[config.mk]
export PLATFORM = sky130hd
export DESIGN_NAME = sigchk_strobe_sync
export DESIGN_NICKNAME = d
export VERILOG_FILES = /design/src/rtl/sigchk_strobe_sync.sv
export SDC_FILE = /design/constraint.sdc
export NUM_CORES = 1
export LEC_CHECK = 0
export BUFFER_PORTS_ARGS = -buffer_cell sky130_fd_sc_hd__buf_2
export CELL_PAD_IN_SITES_DETAIL_PLACEMENT = 1
export CELL_PAD_IN_SITES_GLOBAL_PLACEMENT = 2
export CORE_ASPECT_RATIO = 0.9
export CORE_MARGIN = 5
export CORE_UTILIZATION = 31
export CTS_BUF_LIST = sky130_fd_sc_hd__clkbuf_4
export CTS_CLUSTER_DIAMETER = 120
export DETAILED_ROUTE_END_ITERATION = 6
export PLACE_DENSITY_LB_ADDON = 0.1
export SYNTH_ARGS = -nofsm -noshare
export SYNTH_HDL_FRONTEND = slang
export SYNTH_SLANG_ARGS = --single-unit
[constraint.sdc]
create_clock -name clk -period 1.25 [get_ports clk]
set_input_delay 0.1875 -clock clk [delete_from_list [all_inputs] [get_ports clk]]
set_output_delay 0.1875 -clock clk [all_outputs]
set_load 0.02 [all_outputs]
[src/rtl/sigchk_strobe_sync.sv]
module sigchk_strobe_sync #(
    parameter int unsigned SYNC_STAGES = 2,
    parameter int unsigned DATA_W      = 16
) (
    input  logic              clk,
    input  logic              rst_n,
    input  logic              strobe_i,
    input  logic [DATA_W-1:0] data_i,
    output logic              pulse_o,
    output logic [DATA_W-1:0] data_o
);

    localparam int unsigned CHAIN_W = SYNC_STAGES + 1;

    logic [CHAIN_W-1:0] chain_q;
    logic               rise;

    always_ff @(posedge clk or negedge rst_n) begin
        if (!rst_n) begin
            chain_q <= '0;
        end else begin
            chain_q <= {chain_q[CHAIN_W-2:0], strobe_i};
        end
    end

    assign rise = chain_q[SYNC_STAGES-1] & ~chain_q[SYNC_STAGES];

    always_ff @(posedge clk or negedge rst_n) begin
        if (!rst_n) begin
            pulse_o <= 1'b0;
            data_o  <= '0;
        end else begin
            pulse_o <= rise;
            if (rise) begin
                data_o <= data_i;
            end
        end
    end

    // the captured pulse never lasts two cycles in a row
    a_r2_single_pulse: assert property (@(posedge clk) disable iff (!rst_n)
        pulse_o |=> !pulse_o);

endmodule

# Word-level counts from Yosys, hierarchy flattened
# Cells that the tools add are included.
# op_classes
n_bitwise	2
# ops
operator	count
1-bit AND	1
1-bit inverter	1
# word_totals
reg_bits	20
in_bits	19
word_cells	5

# Logic depth before layout (Yosys ltp)
# Gate-level depths: netlist of run 1.
# logic_depth
word_depth	2
depth_mapped	4

# Worst setup path after synthesis of run 1
# No wires, ideal clock.
# synth_path
kind	register to register
start	reg chain_q[2]
end	reg data_o[10]
setup_ps	125
arrival_ps	1030
t_required_ps	1125
path_slack_ps	95
path_stages_with_launch	5
path_cell_list	dfrtp_1 > nor2b_4 > buf_6 > buf_12 > mux2_4
# synth_between
elab_chain_cells	2
# synth_lines
item	line_no	text
start, declared	15	logic [CHAIN_W-1:0] chain_q;
start signal, assigned	22	chain_q <= {chain_q[CHAIN_W-2:0], strobe_i};
1-bit inverter	26	assign rise = chain_q[SYNC_STAGES-1] & ~chain_q[SYNC_STAGES];
1-bit AND	26	
net rise	16	logic rise;
end signal, assigned	35	data_o <= data_i;
end, declared	10	output logic [DATA_W-1:0] data_o
# The timed path passes the listed nets, and every way through them passes these cells.
# A chain may end at the register's enable or synchronous reset.

# Worst setup path after layout of run 1
# layout_path
start	reg chain_q[2]
end	reg data_o[0]
# layout_between
elab_chain_cells	2
# layout_lines
item	line_no
1-bit inverter	26
1-bit AND	26
# Every way passes these cells.

==> key figures, run 1 <==
Power
  – Combinational power share: 0.248
  – Sw Share: 0.2894
  – Power Internal: 1.019 mW
  – Clk pwr share: 0.214
  – Sequential fraction of design power: 0.538
  – Power Density: 1416 mW/mm^2
  – Psw: 0.4149 mW
  – LEAKAGE: 0.5133 nW
  – Peak supply drop: 0.6128 mV

CTS
  – Post-CTS Resized: 0
  – Clock root cell: clkbuf_4
  – Clk buf depth: 2
  – Clk slew on worst S/H paths: 0.11 ns
  – CTS tree: done
  – CTS buffer count: 3
  – Clk_lat worst skew: 0.30 ns
  – Post CTS Setup Buffer Count: 0
  – Hold_buf cts: 2
  – H-Tree Depth: 1
  – Sinks on Clock Net: 20

GRT
  – Maximum number of pins on one net before global-route repair: 21
  – Total congestion overflow: 0
  – Number of global-route vias before repair: 531
  – Global-route wire length before repair: 2622 um
  – Initial antenna violation count: 0
  – GR Util All Layers: 0.09224

Setup path
  – Slowest stage cell, crit path: dfrtp_1
  – Crit-path max cell delay: 0.42 ns
  – Setup crit start kind: register
  – CP endpoint kind: register
  – Reg-to-reg slack, setup: 0.08 ns
  – Crit path DAT: 1.36 ns
  – Critical Path RT: 1.44 ns
  – Setup CP Type: register to register
  – Crit Path Max Fanout: 12
  – Critical path, cell by cell: nor2b_4 -> buf_12 -> mux2_2

Floorplanning
  – Die Y: 56.96 um
  – Site Rows: 17
  – Die X: 62.18 um
  – Die area: 0.003541 sq mm
  – # IOs: 36
  – Core area: 0.002404 sq mm
  – Starting density of the core: 0.3160

Place
  – Input/output buffers: 35
  – RD Place Congestion: 0.6070
  – Dpl cells: 102
  – Area after DPL: 965.9 sq um

Detailed routing
  – Routed len/inst: 13.81 um
  – Vias after detailed routing: 454
  – Met3 WL: 101 um
  – Initial DRC count: 7
  – Via density: 4.204
  – Detailed-route DRC error count: 0
  – Routed WL: 1492 um
  – Met2 WL post-DR: 728 um
  – Final ANT Viol Nets: 0
  – Highest routed layer: met3
  – Metal1 wirelength: 663 um
  – Drt pass-1 iters: 2

Synth
  – Syn Std Cell Area: 759.5 sq um
  – Post-synth top cells: dfrtp_1 (20), mux2_4 (9), mux2_2 (7)
  – Mean Syn Cell Area: 19.47 sq um
  – Cell taking the most area after synthesis: dfrtp_1
  – Most common cell in the synthesized netlist: dfrtp_1
  – Synthesized instance count: 39
  – Mapped Nets: 58
  – Unique masters post-synth: 6
  – Yosys reg bits: 20
  – Ys flop type: dfrtp_1
  – Post-synth EDFFs: 0
  – Ranking of synthesized cells by area: dfrtp_1 (66%), mux2_4 (18%), mux2_2 (10%)
  – Ys Warns: 0
  – Synth async-reset ratio: 1.000
  – Post-synth top area share: 0.6590
  – Sequential area share after synthesis: 0.6590

STA
  – Worst slew pin tran: 0.4257 ns
  – Period minus WS final: 1.173 ns
  – Final Hold Vio Count: 0
  – Final setup vio count: 0
  – FMAX: 852.2 MHz
  – Final Skew: 0.007394 ns
  – Crit share post-route: 0.9388
  – Worst hold margin: 0.1111 ns
  – Setup TNS: 0 ns
  – Unrepaired setup endpoints after global routing: no
  – Final Max Tran Viols: 0
  – Slew HR: 0.7162

Final layout
  – Multi-input logic area: 227.7 sq um
  – FILL cells: 248
  – Antenna Diode Count: 0
  – Layout Cells excl Fill: 108
  – Final instance area: 0.001012 sq mm
  – Share of cells above drive strength 1: 0.7125
  – P&R area growth vs syn: 33.28%
  – Nets: 100
  – Fin util: 0.4211
  – Register Area: 500.5 sq um

Run
  – Max Cap Viol: 0

Min path
  – Worst hold path type: primary input to register

Status
  – Status: finished, final reports clean
registers in the layout, indices dropped and copies added, names as in the netlist:
signal,count
data_o,16
pulse_o,1
chain_q,3
per-stage QoR:
stage	power, mW	setup slack (ns)
after detailed placement	1.141	0.1091
after CTS	1.459	0.05621
after floorplan	1.002	0.09497
final	1.434	0.07651
after global routing	1.522	0.02086
after global placement	1.140	0.1084
cell type report:
type / count / area share
sequential: 20 / 0.4944
tap: 28 / 0.03461
multi-input combinational: 17 / 0.2250
timing repair buffer: 39 / 0.2200
clock inverter: 1 / 0.003708
clock buffer: 3 / 0.02225
routing by layer:
metal / track usage / vias to the layer above
met5: 0 / -
met4: 0.01858 / 0
met3: 0.04724 / 0
met2: 0.1524 / 16
met1: 0.1079 / 224
li1: - / 214
power by group through the flow:
stage | registers (mW) | logic, mW | clock network [mW]
after floorplan | 0.880 | 0.122 | 0
after global placement | 0.784 | 0.356 | 0
after detailed placement | 0.784 | 0.357 | 0
after CTS | 0.774 | 0.363 | 0.322
after global routing | 0.783 | 0.381 | 0.357
final | 0.772 | 0.355 | 0.307
cells by family (layout without fill, tap and decap cells):
family	count (synthesis)	count (layout)	share of synthesized area
and+or+nand+nor	1	1	0.01812
buffers and inverters	2	43	0.04119
muxes	16	16	0.2817
DFF	20	20	0.6590
layout by cell type (no fill, tap or decap), drive strengths merged:
cell         count
buf             37
dfrtp           20
mux2            16
clkbuf           3
dlygate4sd3      2
nor2b            1
clkinv           1
critical path: cells and delay by family, from the launching register on:
family,cells,cell delay [ns]
flops,1,0.42
mux,1,0.34
simple gates,1,0.15
buf+inv,1,0.15
worst paths after layout:
| check | start | end | depth (start not counted) |
|---|---|---|---|
| min in group asynchronous | rst_n | data_o[4]$_DFFE_PN0P_ | 2 |
| worst min-delay path | data_i[3] | data_o[3]$_DFFE_PN0P_ | 2 |
| worst min register to register | chain_q[0]$_DFF_PN0_ | chain_q[1]$_DFF_PN0_ | 0 |
| max in group asynchronous | rst_n | data_o[6]$_DFFE_PN0P_ | 2 |
| worst max-delay path | chain_q[2]$_DFF_PN0_ | data_o[0]$_DFFE_PN0P_ | 3 |
| worst max register to register | chain_q[2]$_DFF_PN0_ | data_o[0]$_DFFE_PN0P_ | 3 |
Power figures use the tool's default switching activity.
==> inputs of run 2 (changes only) <==
--- a/config.mk
+++ b/config.mk
@@ -5,15 +5,15 @@
 export SDC_FILE = /design/constraint.sdc
 export NUM_CORES = 1
 export LEC_CHECK = 0
-export BUFFER_PORTS_ARGS = -buffer_cell sky130_fd_sc_hd__buf_2
 export CELL_PAD_IN_SITES_DETAIL_PLACEMENT = 1
 export CELL_PAD_IN_SITES_GLOBAL_PLACEMENT = 2
 export CORE_ASPECT_RATIO = 0.9
 export CORE_MARGIN = 5
-export CORE_UTILIZATION = 31
+export CORE_UTILIZATION = 42
 export CTS_BUF_LIST = sky130_fd_sc_hd__clkbuf_4
 export CTS_CLUSTER_DIAMETER = 120
 export DETAILED_ROUTE_END_ITERATION = 6
+export DONT_BUFFER_PORTS = 1
 export PLACE_DENSITY_LB_ADDON = 0.1
 export SYNTH_ARGS = -nofsm -noshare
 export SYNTH_HDL_FRONTEND = slang
==> run 2 against run 1 <==
  * Total power decreased by 5.7%
  * Setup slack improved by 0.0084 ns
  * Highest routed layer is now met4
  * Critical endpoint is now data_o[14]$_DFFE_PN0P_
  * Final area fell by 15%
  * Flip-flop and latch count is the same
  * Critical path depth stayed put
  * Non-clock buffer count fell by 33
  * First-iteration DRC count is 100% lower
  * Sequential share of layout area rose by 8.4 points
==> key figures, run 2 (synthesis results as in run 1) <==
Setup path
  – Setup CP Type: register to register
  – Critical Path RT: 1.44 ns
  – Setup crit start kind: register
  – CP endpoint kind: register
  – Crit Path Max Fanout: 7
  – Crit path DAT: 1.35 ns

STA
  – Final Hold Vio Count: 0
  – Unrepaired setup endpoints after global routing: no
  – Crit share post-route: 0.9321
  – Setup TNS: 0 ns
  – Setup slack after layout: 0.08494 ns
  – Final setup vio count: 0
  – Final Skew: 0.008144 ns
  – Slew HR: 0.4007
  – Final Max Tran Viols: 0
  – FMAX: 858.3 MHz
  – Worst slew pin tran: 0.8961 ns
  – Period minus WS final: 1.165 ns

Final layout
  – Nets: 67
  – Share of cells above drive strength 1: 0.4681
  – Biggest register: data_o
  – Multi-input logic area: 227.7 sq um
  – Final instance area: 864.6 sq um
  – FILL cells: 161
  – Antenna Diode Count: 0
  – Max FFs per register: 16
  – P&R area growth vs syn: 13.84%
  – Most frequent cells in the layout: dfrtp_1 (20), mux2_4 (9), mux2_2 (7)
  – Register Area: 500.5 sq um
  – Commonest non-fill, non-tap cell in the layout: dfrtp_1
  – Largest regs: data_o (16), chain_q (3), pulse_o (1)

Detailed routing
  – Drt pass-1 iters: 1
  – Routed len/inst: 19.82 um
  – Detailed-route DRC error count: 0
  – Routed WL: 1407 um
  – Initial DRC count: 0
  – Final ANT Viol Nets: 0
  – Vias after detailed routing: 353
  – Via density: 4.972

Status
  – Status: finished, final reports clean

Run
  – Max Cap Viol: 0

GRT
  – Global-route wire length before repair: 2221 um
  – Total congestion overflow: 0
  – Maximum number of pins on one net before global-route repair: 21
  – Number of global-route vias before repair: 395
  – Initial antenna violation count: 0
  – GR Util All Layers: 0.1173

Floorplanning
  – # IOs: 36
  – Site Rows: 14
  – Die Y: 50.34 um
  – Starting density of the core: 0.4470
  – Core area: 0.001699 sq mm
  – Die X: 54.83 um
  – Die area: 0.002760 sq mm

Power
  – LEAKAGE: 0.3860 nW
  – Peak supply drop: 0.6636 mV
  – Power Density: 1564 mW/mm^2

CTS
  – Sinks on Clock Net: 20
  – CTS buffer count: 3
  – Clk slew on worst S/H paths: 0.11 ns
  – Post-CTS Resized: 0
  – Clk buf depth: 2
  – Clk_lat worst skew: 0.30 ns
  – Clock root cell: clkbuf_4
  – H-Tree Depth: 1
  – CTS tree: done

Place
  – Worst slack, placed: 0.07774 ns
  – Input/output buffers: 0
  – RD Place Congestion: 0.6610
  – Area after DPL: 798.3 sq um

Min path
  – Worst hold path type: primary input to register
[run 2: cell count changes in the layout (fill, tap and decap cells not counted)]
cell and delta:
buf_12 +1, buf_2 -35, dlygate4sd3_1 +2, buf_4 -1
[run 2: critical path: stages (launching register included)]
cell	delay (ns)
dfrtp_1	0.41
nor2b_4	0.19
buf_12	0.14
mux2_2	0.32
[run 2: metal layers]
metal | wire length [um] | GRT usage
met4 | 36 | 0.07469
met2 | 712 | 0.1772
met3 | 142 | 0.03254
met1 | 516 | 0.1442
met5 | 0 | 0
[run 2: path summary, 6_finish.rpt]
kind / start / endpoint / slack, ns / depth (start not counted)
max: chain_q[2]$_DFF_PN0_ / data_o[14]$_DFFE_PN0P_ / 0.08 / 3
min: data_i[13] / data_o[13]$_DFFE_PN0P_ / 0.02 / 1
max reg2reg: chain_q[2]$_DFF_PN0_ / data_o[14]$_DFFE_PN0P_ / 0.08 / 3
min reg2reg: chain_q[0]$_DFF_PN0_ / chain_q[1]$_DFF_PN0_ / 0.38 / 0
max in group asynchronous: rst_n / data_o[4]$_DFFE_PN0P_ / 0.25 / 1
min in group asynchronous: rst_n / chain_q[0]$_DFF_PN0_ / 0.45 / 1
[run 2: repair_timing]
action                    4_1_cts  5_1_grt
hold buffers                    2        2
hold endpoints to repair       21        2
setup buffers                   0        0
[run 2: cell type report]
class,count,area share
sequential,20,0.5789
multi-input combinational,17,0.2634
timing repair buffer,6,0.09262
tap,24,0.03473
clock buffer,3,0.02605
clock inverter,1,0.004342
[run 2: stage by stage]
step	hold WS [ns]	total power [mW]	cells	util
2_1_floorplan	-0.1081	1.002	39	-
3_3_place_gp	-0.1076	1.030	63	0.4698
3_5_place_dp	-0.1075	1.040	63	0.4698
4_1_cts	0.01616	1.367	69	0.4971
5_1_grt	0.001703	1.420	71	0.5088
6_report	0.02441	1.352	71	0.5088
[run 2: report_power, final]
group	switching, mW	internal, mW
combinational	0.0472	0.110
clock	0.191	0.116
sequential	0.159	0.728
